==> src/rtl/parity_framer_pkg.sv <==
package parity_framer_pkg;
  typedef enum logic [1:0] {
    TX_IDLE = 2'd0,
    TX_WAIT = 2'd1,
    TX_SEND = 2'd2
  } tx_state_e;

  localparam logic [1:0] SYM_ZERO = 2'b00;
  localparam logic [1:0] SYM_POS  = 2'b01;
  localparam logic [1:0] SYM_NEG  = 2'b11;
endpackage

==> src/rtl/reset_sync.sv <==
module reset_sync (
  input  logic clk,
  input  logic rst_n,
  output logic rst_sync_n
);
  logic [1:0] sync_q;

  always_ff @(posedge clk or negedge rst_n) begin
    if (!rst_n) sync_q <= 2'b00;
    else        sync_q <= {sync_q[0], 1'b1};
  end

  assign rst_sync_n = sync_q[1];
endmodule

==> src/rtl/chip_collector.sv <==
module chip_collector #(
  parameter int N = 16
) (
  input  logic         clk,
  input  logic         rst_n,
  input  logic         chip_i,
  input  logic         chip_vld_i,
  output logic         word_done_o,
  output logic [N-1:0] word_o,
  output logic         parity_o
);
  localparam int CW = (N > 1) ? $clog2(N) : 1;

  logic [CW-1:0] cnt_q, cnt_d;
  logic [N-1:0]  sr_q, sr_d;

  // next-state: write the chip at its slot, first chip in the top bit
  always_comb begin
    sr_d        = sr_q;
    cnt_d       = cnt_q;
    word_done_o = 1'b0;
    if (chip_vld_i) begin
      sr_d[CW'(N-1) - cnt_q] = chip_i;
      if (cnt_q == CW'(N-1)) begin
        cnt_d       = '0;
        word_done_o = 1'b1;
      end else begin
        cnt_d = cnt_q + 1'b1;
      end
    end
  end

  // parallel view of the completed word feeds the XOR reduction
  assign word_o   = sr_d;
  assign parity_o = ^sr_d;

  always_ff @(posedge clk or negedge rst_n) begin
    if (!rst_n) begin
      sr_q  <= '0;
      cnt_q <= '0;
    end else if (chip_vld_i) begin
      sr_q  <= sr_d;
      cnt_q <= cnt_d;
    end
  end
endmodule

==> src/rtl/frame_serializer.sv <==
module frame_serializer
  import parity_framer_pkg::*;
#(
  parameter int N   = 16,
  parameter int GAP = 2
) (
  input  logic         clk,
  input  logic         rst_n,
  input  logic         load_i,
  input  logic [N-1:0] word_i,
  input  logic         parity_i,
  output logic         bit_o,
  output logic         vld_o,
  output logic         sof_o
);
  localparam int GW = (GAP > 1) ? $clog2(GAP) : 1;
  localparam int IW = $clog2(N + 1);

  tx_state_e     st_q, st_d;
  logic [GW-1:0] wcnt_q, wcnt_d;
  logic [IW-1:0] idx_q, idx_d;
  logic [N-1:0]  txsr_q, txsr_d;
  logic          par_q, par_d;
  logic          bit_q, bit_d, vld_q, vld_d, sof_q, sof_d;

  always_comb begin
    st_d   = st_q;
    wcnt_d = wcnt_q;
    idx_d  = idx_q;
    txsr_d = txsr_q;
    par_d  = par_q;
    bit_d  = 1'b0;
    vld_d  = 1'b0;
    sof_d  = 1'b0;
    unique case (st_q)
      TX_WAIT: begin
        if (wcnt_q == GW'(GAP - 1)) begin
          bit_d  = txsr_q[N-1];
          vld_d  = 1'b1;
          sof_d  = 1'b1;
          txsr_d = txsr_q << 1;
          idx_d  = IW'(1);
          st_d   = TX_SEND;
        end else begin
          wcnt_d = wcnt_q + 1'b1;
        end
      end
      TX_SEND: begin
        vld_d = 1'b1;
        if (idx_q == IW'(N)) begin
          bit_d = par_q;          // mux selects the held parity bit
          st_d  = TX_IDLE;
        end else begin
          bit_d  = txsr_q[N-1];   // mux selects the next coded bit
          txsr_d = txsr_q << 1;
          idx_d  = idx_q + 1'b1;
        end
      end
      default: ;
    endcase
    if (load_i) begin
      st_d   = TX_WAIT;
      wcnt_d = '0;
      txsr_d = word_i;
      par_d  = parity_i;
    end
  end

  always_ff @(posedge clk or negedge rst_n) begin
    if (!rst_n) begin
      st_q   <= TX_IDLE;
      wcnt_q <= '0;
      idx_q  <= '0;
      txsr_q <= '0;
      par_q  <= 1'b0;
      bit_q  <= 1'b0;
      vld_q  <= 1'b0;
      sof_q  <= 1'b0;
    end else begin
      st_q   <= st_d;
      wcnt_q <= wcnt_d;
      idx_q  <= idx_d;
      txsr_q <= txsr_d;
      par_q  <= par_d;
      bit_q  <= bit_d;
      vld_q  <= vld_d;
      sof_q  <= sof_d;
    end
  end

  assign bit_o = bit_q;
  assign vld_o = vld_q;
  assign sof_o = sof_q;
endmodule

==> src/rtl/bpsk_mapper.sv <==
module bpsk_mapper
  import parity_framer_pkg::*;
(
  input  logic       bit_i,
  input  logic       vld_i,
  output logic [1:0] sym_o
);
  always_comb begin
    if (!vld_i)     sym_o = SYM_ZERO;
    else if (bit_i) sym_o = SYM_NEG;
    else            sym_o = SYM_POS;
  end
endmodule

==> src/rtl/parity_framer.sv <==
module parity_framer #(
  parameter int CHIPS_PER_FRAME = 16,
  parameter int GAP_CYCLES      = 2
) (
  input  logic       clk,
  input  logic       rst_n,
  input  logic       chip_i,
  input  logic       chip_vld_i,
  output logic       frame_bit_o,
  output logic [1:0] bpsk_sym_o,
  output logic       frame_start_o,
  output logic       out_vld_o
);
  logic                       rst_s_n;
  logic                       word_done;
  logic [CHIPS_PER_FRAME-1:0] word;
  logic                       word_par;

  reset_sync u_rst (
    .clk        (clk),
    .rst_n      (rst_n),
    .rst_sync_n (rst_s_n)
  );

  chip_collector #(.N(CHIPS_PER_FRAME)) u_coll (
    .clk         (clk),
    .rst_n       (rst_s_n),
    .chip_i      (chip_i),
    .chip_vld_i  (chip_vld_i),
    .word_done_o (word_done),
    .word_o      (word),
    .parity_o    (word_par)
  );

  frame_serializer #(.N(CHIPS_PER_FRAME), .GAP(GAP_CYCLES)) u_ser (
    .clk      (clk),
    .rst_n    (rst_s_n),
    .load_i   (word_done),
    .word_i   (word),
    .parity_i (word_par),
    .bit_o    (frame_bit_o),
    .vld_o    (out_vld_o),
    .sof_o    (frame_start_o)
  );

  bpsk_mapper u_map (
    .bit_i (frame_bit_o),
    .vld_i (out_vld_o),
    .sym_o (bpsk_sym_o)
  );
endmodule

==> config.mk <==
export PLATFORM = sky130hd
export DESIGN_NAME = parity_framer
export DESIGN_NICKNAME = d
export VERILOG_FILES = /design/src/rtl/parity_framer_pkg.sv /design/src/rtl/reset_sync.sv /design/src/rtl/chip_collector.sv /design/src/rtl/frame_serializer.sv /design/src/rtl/bpsk_mapper.sv /design/src/rtl/parity_framer.sv
export SDC_FILE = /design/constraint.sdc
export NUM_CORES = 1
export LEC_CHECK = 0
export BUFFER_PORTS_ARGS = -buffer_cell sky130_fd_sc_hd__buf_2
export CELL_PAD_IN_SITES_DETAIL_PLACEMENT = 2
export CELL_PAD_IN_SITES_GLOBAL_PLACEMENT = 2
export CORE_AREA = 2 2 81 83
export CTS_CLUSTER_SIZE = 10
export DETAILED_ROUTE_END_ITERATION = 6
export DIE_AREA = 0 0 83 85
export PLACE_DENSITY = 0.85
export SKIP_CTS_REPAIR_TIMING = 1
export SKIP_LAST_GASP = 1
export SYNTH_ARGS = -nofsm -noshare
export SYNTH_HDL_FRONTEND = slang
export SYNTH_SLANG_ARGS = --single-unit
==> constraint.sdc <==
create_clock -name clk -period 3.74 [get_ports clk]
set_input_delay 0.187 -clock clk [delete_from_list [all_inputs] [get_ports clk]]
set_output_delay 0.187 -clock clk [all_outputs]
set_load 0.03 [all_outputs]
==> impl_metrics.toml <==
[outcome]
status = "finished clean"

[pwr]
power_frac_comb_pct = 50.4
power_switching_mw = 1.12
power.total_mw = 2.58
power.density_nw_per_um2 = 933
leakage_nw = 1.32
p_seq_share_pct = 36.4
p_sw_share_pct = 43.4
vdd_drop_max_uv = 373
pwr-share-clk_pct = 13.2
p_int_mw = 1.46

[worst_setup_path]
critical_path.slowest_cell = "dfrtp_1"
worstRegToRegCells = 9
critPathLaunchType = "register"
path_max_fanout = 6
cp_num_buf_inv = 1
worst_setup_path_end_kind = "register"
critPathKind = "register to register"
arrival_ns = 3.14
required_ns = 3.98
crit_path_frequent_cell = "xnor2_1"
crit_family = "XOR/XNOR gates"
ff2ff_setup_slack_ns = 0.84
r2r-end = "u_ser.par_q"
path_cells = "inv_1 -> ha_1 -> and4bb_1 -> mux2i_1 -> xnor2_1 -> xnor2_1 -> xnor2_1 -> xnor3_1 -> o21ai_1"
r2r_start = "u_coll.cnt_q[1]"
slowest_delay_ns = 0.47

[synth]
synth_ff_type = "dfrtp_1"
ys_top_cells_by_count = "dfrtp_1 (50), nand2_1 (32), nor2_1 (23), o21ai_0 (21)"
synth_enable_flop_cells = 0
synth.net_count = 271
yosys_warnings = 0
synth_top_area_share_pct = 48.3
synthesis.area_um2 = 2590
yosysTopAreaCell = "dfrtp_1"
async_reset_ff_share_pct = 100
synth_most_common_cell = "dfrtp_1"
yosysSeqAreaShare_pct = 48.3
synth-seq-cells = 50
syn_area_per_cell_um2 = 10.1
yosysUniqueCellTypes = 34
synth_cells = 256
synth_area_leaders = "dfrtp_1 (48%), mux2i_1 (6.2%), ha_1 (5.3%)"

[die]
coreArea_um2 = 6200
fp.dieH_um = 85
initial_core_util_pct = 41.7
ios = 9
die-area_um2 = 7060
rows = 29
die_x_um = 83

[finish]
final-seq-area_um2 = 1250
fin_cells = 338
drive_above_1_share_pct = 9.58
num_antenna_cells = 0
n_fill_cell = 651
area_growth_pct = 6.67
fin_nets = 275
final_util_pct = 44.5
multiInputGateArea_um2 = 1190

[route]
vias = 1846
routed_wl_mm = 6.57
vias_per_cell = 5.46
drc = 0
drt-pass1-iter-count = 4
drtAntennaViolNets = 0
avgRoutedWirePerCell_um = 19.4
drtIter0Drc = 168

[clocking]
clock_path_buffers = 2
cts_sinks = 50
cts-root-buf = "clkbuf_8"
cts.clk_slew.worst_paths_ns = 0.10
htree_levels = 2
cts_tree = "built"
numCtsBuffers = 5
clk_latency_ns = 0.31

[timing]
period_minus_slack_ns = 2.90
tns_ns = 0
timing.final.crit_share_pct = 77.5
tightest_slew_ns = 1.09
drv_slew = 0
worst_slew_margin_rel_pct = 27.3
rsz0062_at_grt = "false"
setup_viol = 0
hold_viol_final = 0
final.setup.worst_slack_ns = 0.841
skew_ns = 0.00683
clock.fmax_ghz = 0.345

[place]
io_buffers = 8
place_hpwl_mm = 4.12
place_ws_ns = 1.04
place_congestion = 0.721
dp.cells = 329

[worst_hold_path]
hold_class = "primary input to asynchronous set/reset pin"

[global_routing]
grtUsageMet1_pct = 27.4
grt-ovfl-total = 0
grt_pass1_wl_mm = 11.3
grt_pass1_vias = 2030
grt_max_degree = 49
antenna_found_initial = 0
grt.total_usage_pct = 20.7
grt.busiest_layer = "met2"
grtUsageMet2_pct = 34.3
use_met3_pct = 3.60

[flow_run]
max_cap_viol_count = 0
-- power groups by stage --
stage / sequential, mW / combinational [mW] / clock, mW
floorplan: 0.859 / 1.01 / 0
global placement: 0.917 / 1.15 / 0
detailed placement: 0.940 / 1.25 / 0
CTS: 0.939 / 1.32 / 0.348
global route: 0.971 / 1.45 / 0.372
finish: 0.938 / 1.30 / 0.340
-- cells in the final DEF (no fill, tap or decap), drive strengths merged --
master       Yosys  final
nor2            23     23
and2             2      2
nand4            4      4
nor4bb           2      2
xnor3            1      1
dlygate4sd3      0      1
ha              11     11
o41ai            1      1
conb             1      1
nor3             3      3
clkbuf           5      7
buf              9     10
xor2             2      2
nand4b           8      8
dfrtp           50     50
mux2i           17     17
and4bb           3      3
a22o             1      1
inv             18     18
and4             1      1
mux2             4      4
a21oi           18     18
nand3            3      3
nand2           32     32
o21ai           22     22
a22oi            1      1
xnor2           13     13
nor2b            1      1
clkinv           0      1
-- layout make-up --
class / instances / share of cell area (%)
flip-flops and latches: 50 / 45.3
multi-input cells: 174 / 43.1
well taps: 77 / 3.49
clock buffers: 7 / 3.12
inverters: 18 / 2.45
repair buffers: 11 / 2.36
clock inverters: 1 / 0.181
-- how the worst max path moves through the flow --
| stage | from | end | slack (ns) | depth (start not counted) |
|---|---|---|---|---|
| detailed placement | u_coll.cnt_q[0] | u_ser.par_q | 1.04 | 9 |
| CTS | u_coll.cnt_q[1] | u_ser.par_q | 0.85 | 9 |
| floorplan | u_coll.cnt_q[0] | u_ser.par_q | 1.35 | 9 |
| global placement | u_coll.cnt_q[0] | u_ser.par_q | 1.23 | 9 |
| finish | u_coll.cnt_q[1] | u_ser.par_q | 0.84 | 9 |
| global route | u_coll.cnt_q[1] | u_ser.par_q | 0.66 | 9 |
-- sequential cells by signal, indices dropped and copies added (netlist names) --
| name | flops |
|---|---|
| u_ser.st_q | 2 |
| u_coll.sr_q | 16 |
| u_ser.par_q | 1 |
| u_ser.idx_q | 5 |
| u_ser.bit_o | 1 |
| u_ser.wcnt_q | 1 |
| u_coll.cnt_q | 4 |
| u_ser.txsr_q | 16 |
| u_rst.sync_q | 2 |
| u_ser.sof_o | 1 |
| u_ser.vld_o | 1 |
-- per-stage QoR --
stage / instance area, µm² / hold slack (ns)
3_5_place_dp: 2660 / -0.0271
3_3_place_gp: 2660 / -0.0271
6_report: 2760 / 0.175
2_1_floorplan: 2590 / -0.109
4_1_cts: 2750 / -0.370
5_1_grt: 2760 / 0.182
-- layer usage --
layer | part of all wire, % | vias to the layer above
li1 | - | 858
met1 | 46 | 962
met2 | 50 | 14
met3 | 1.6 | 12
met4 | 2.6 | 0
met5 | 0 | -
-- kinds of logic after synthesis --
group                      share of synthesized area [%]
adders and majority gates                           5.31
DFF                                                 48.3
muxes                                               8.79
and+or+nand+nor                                     16.9
xor gates and xnor gates                            5.94
AOI/OAI and AO/OA                                   8.70
other                                              0.145
buffers and inverters                               5.89
Power figures use the tool's default switching activity.
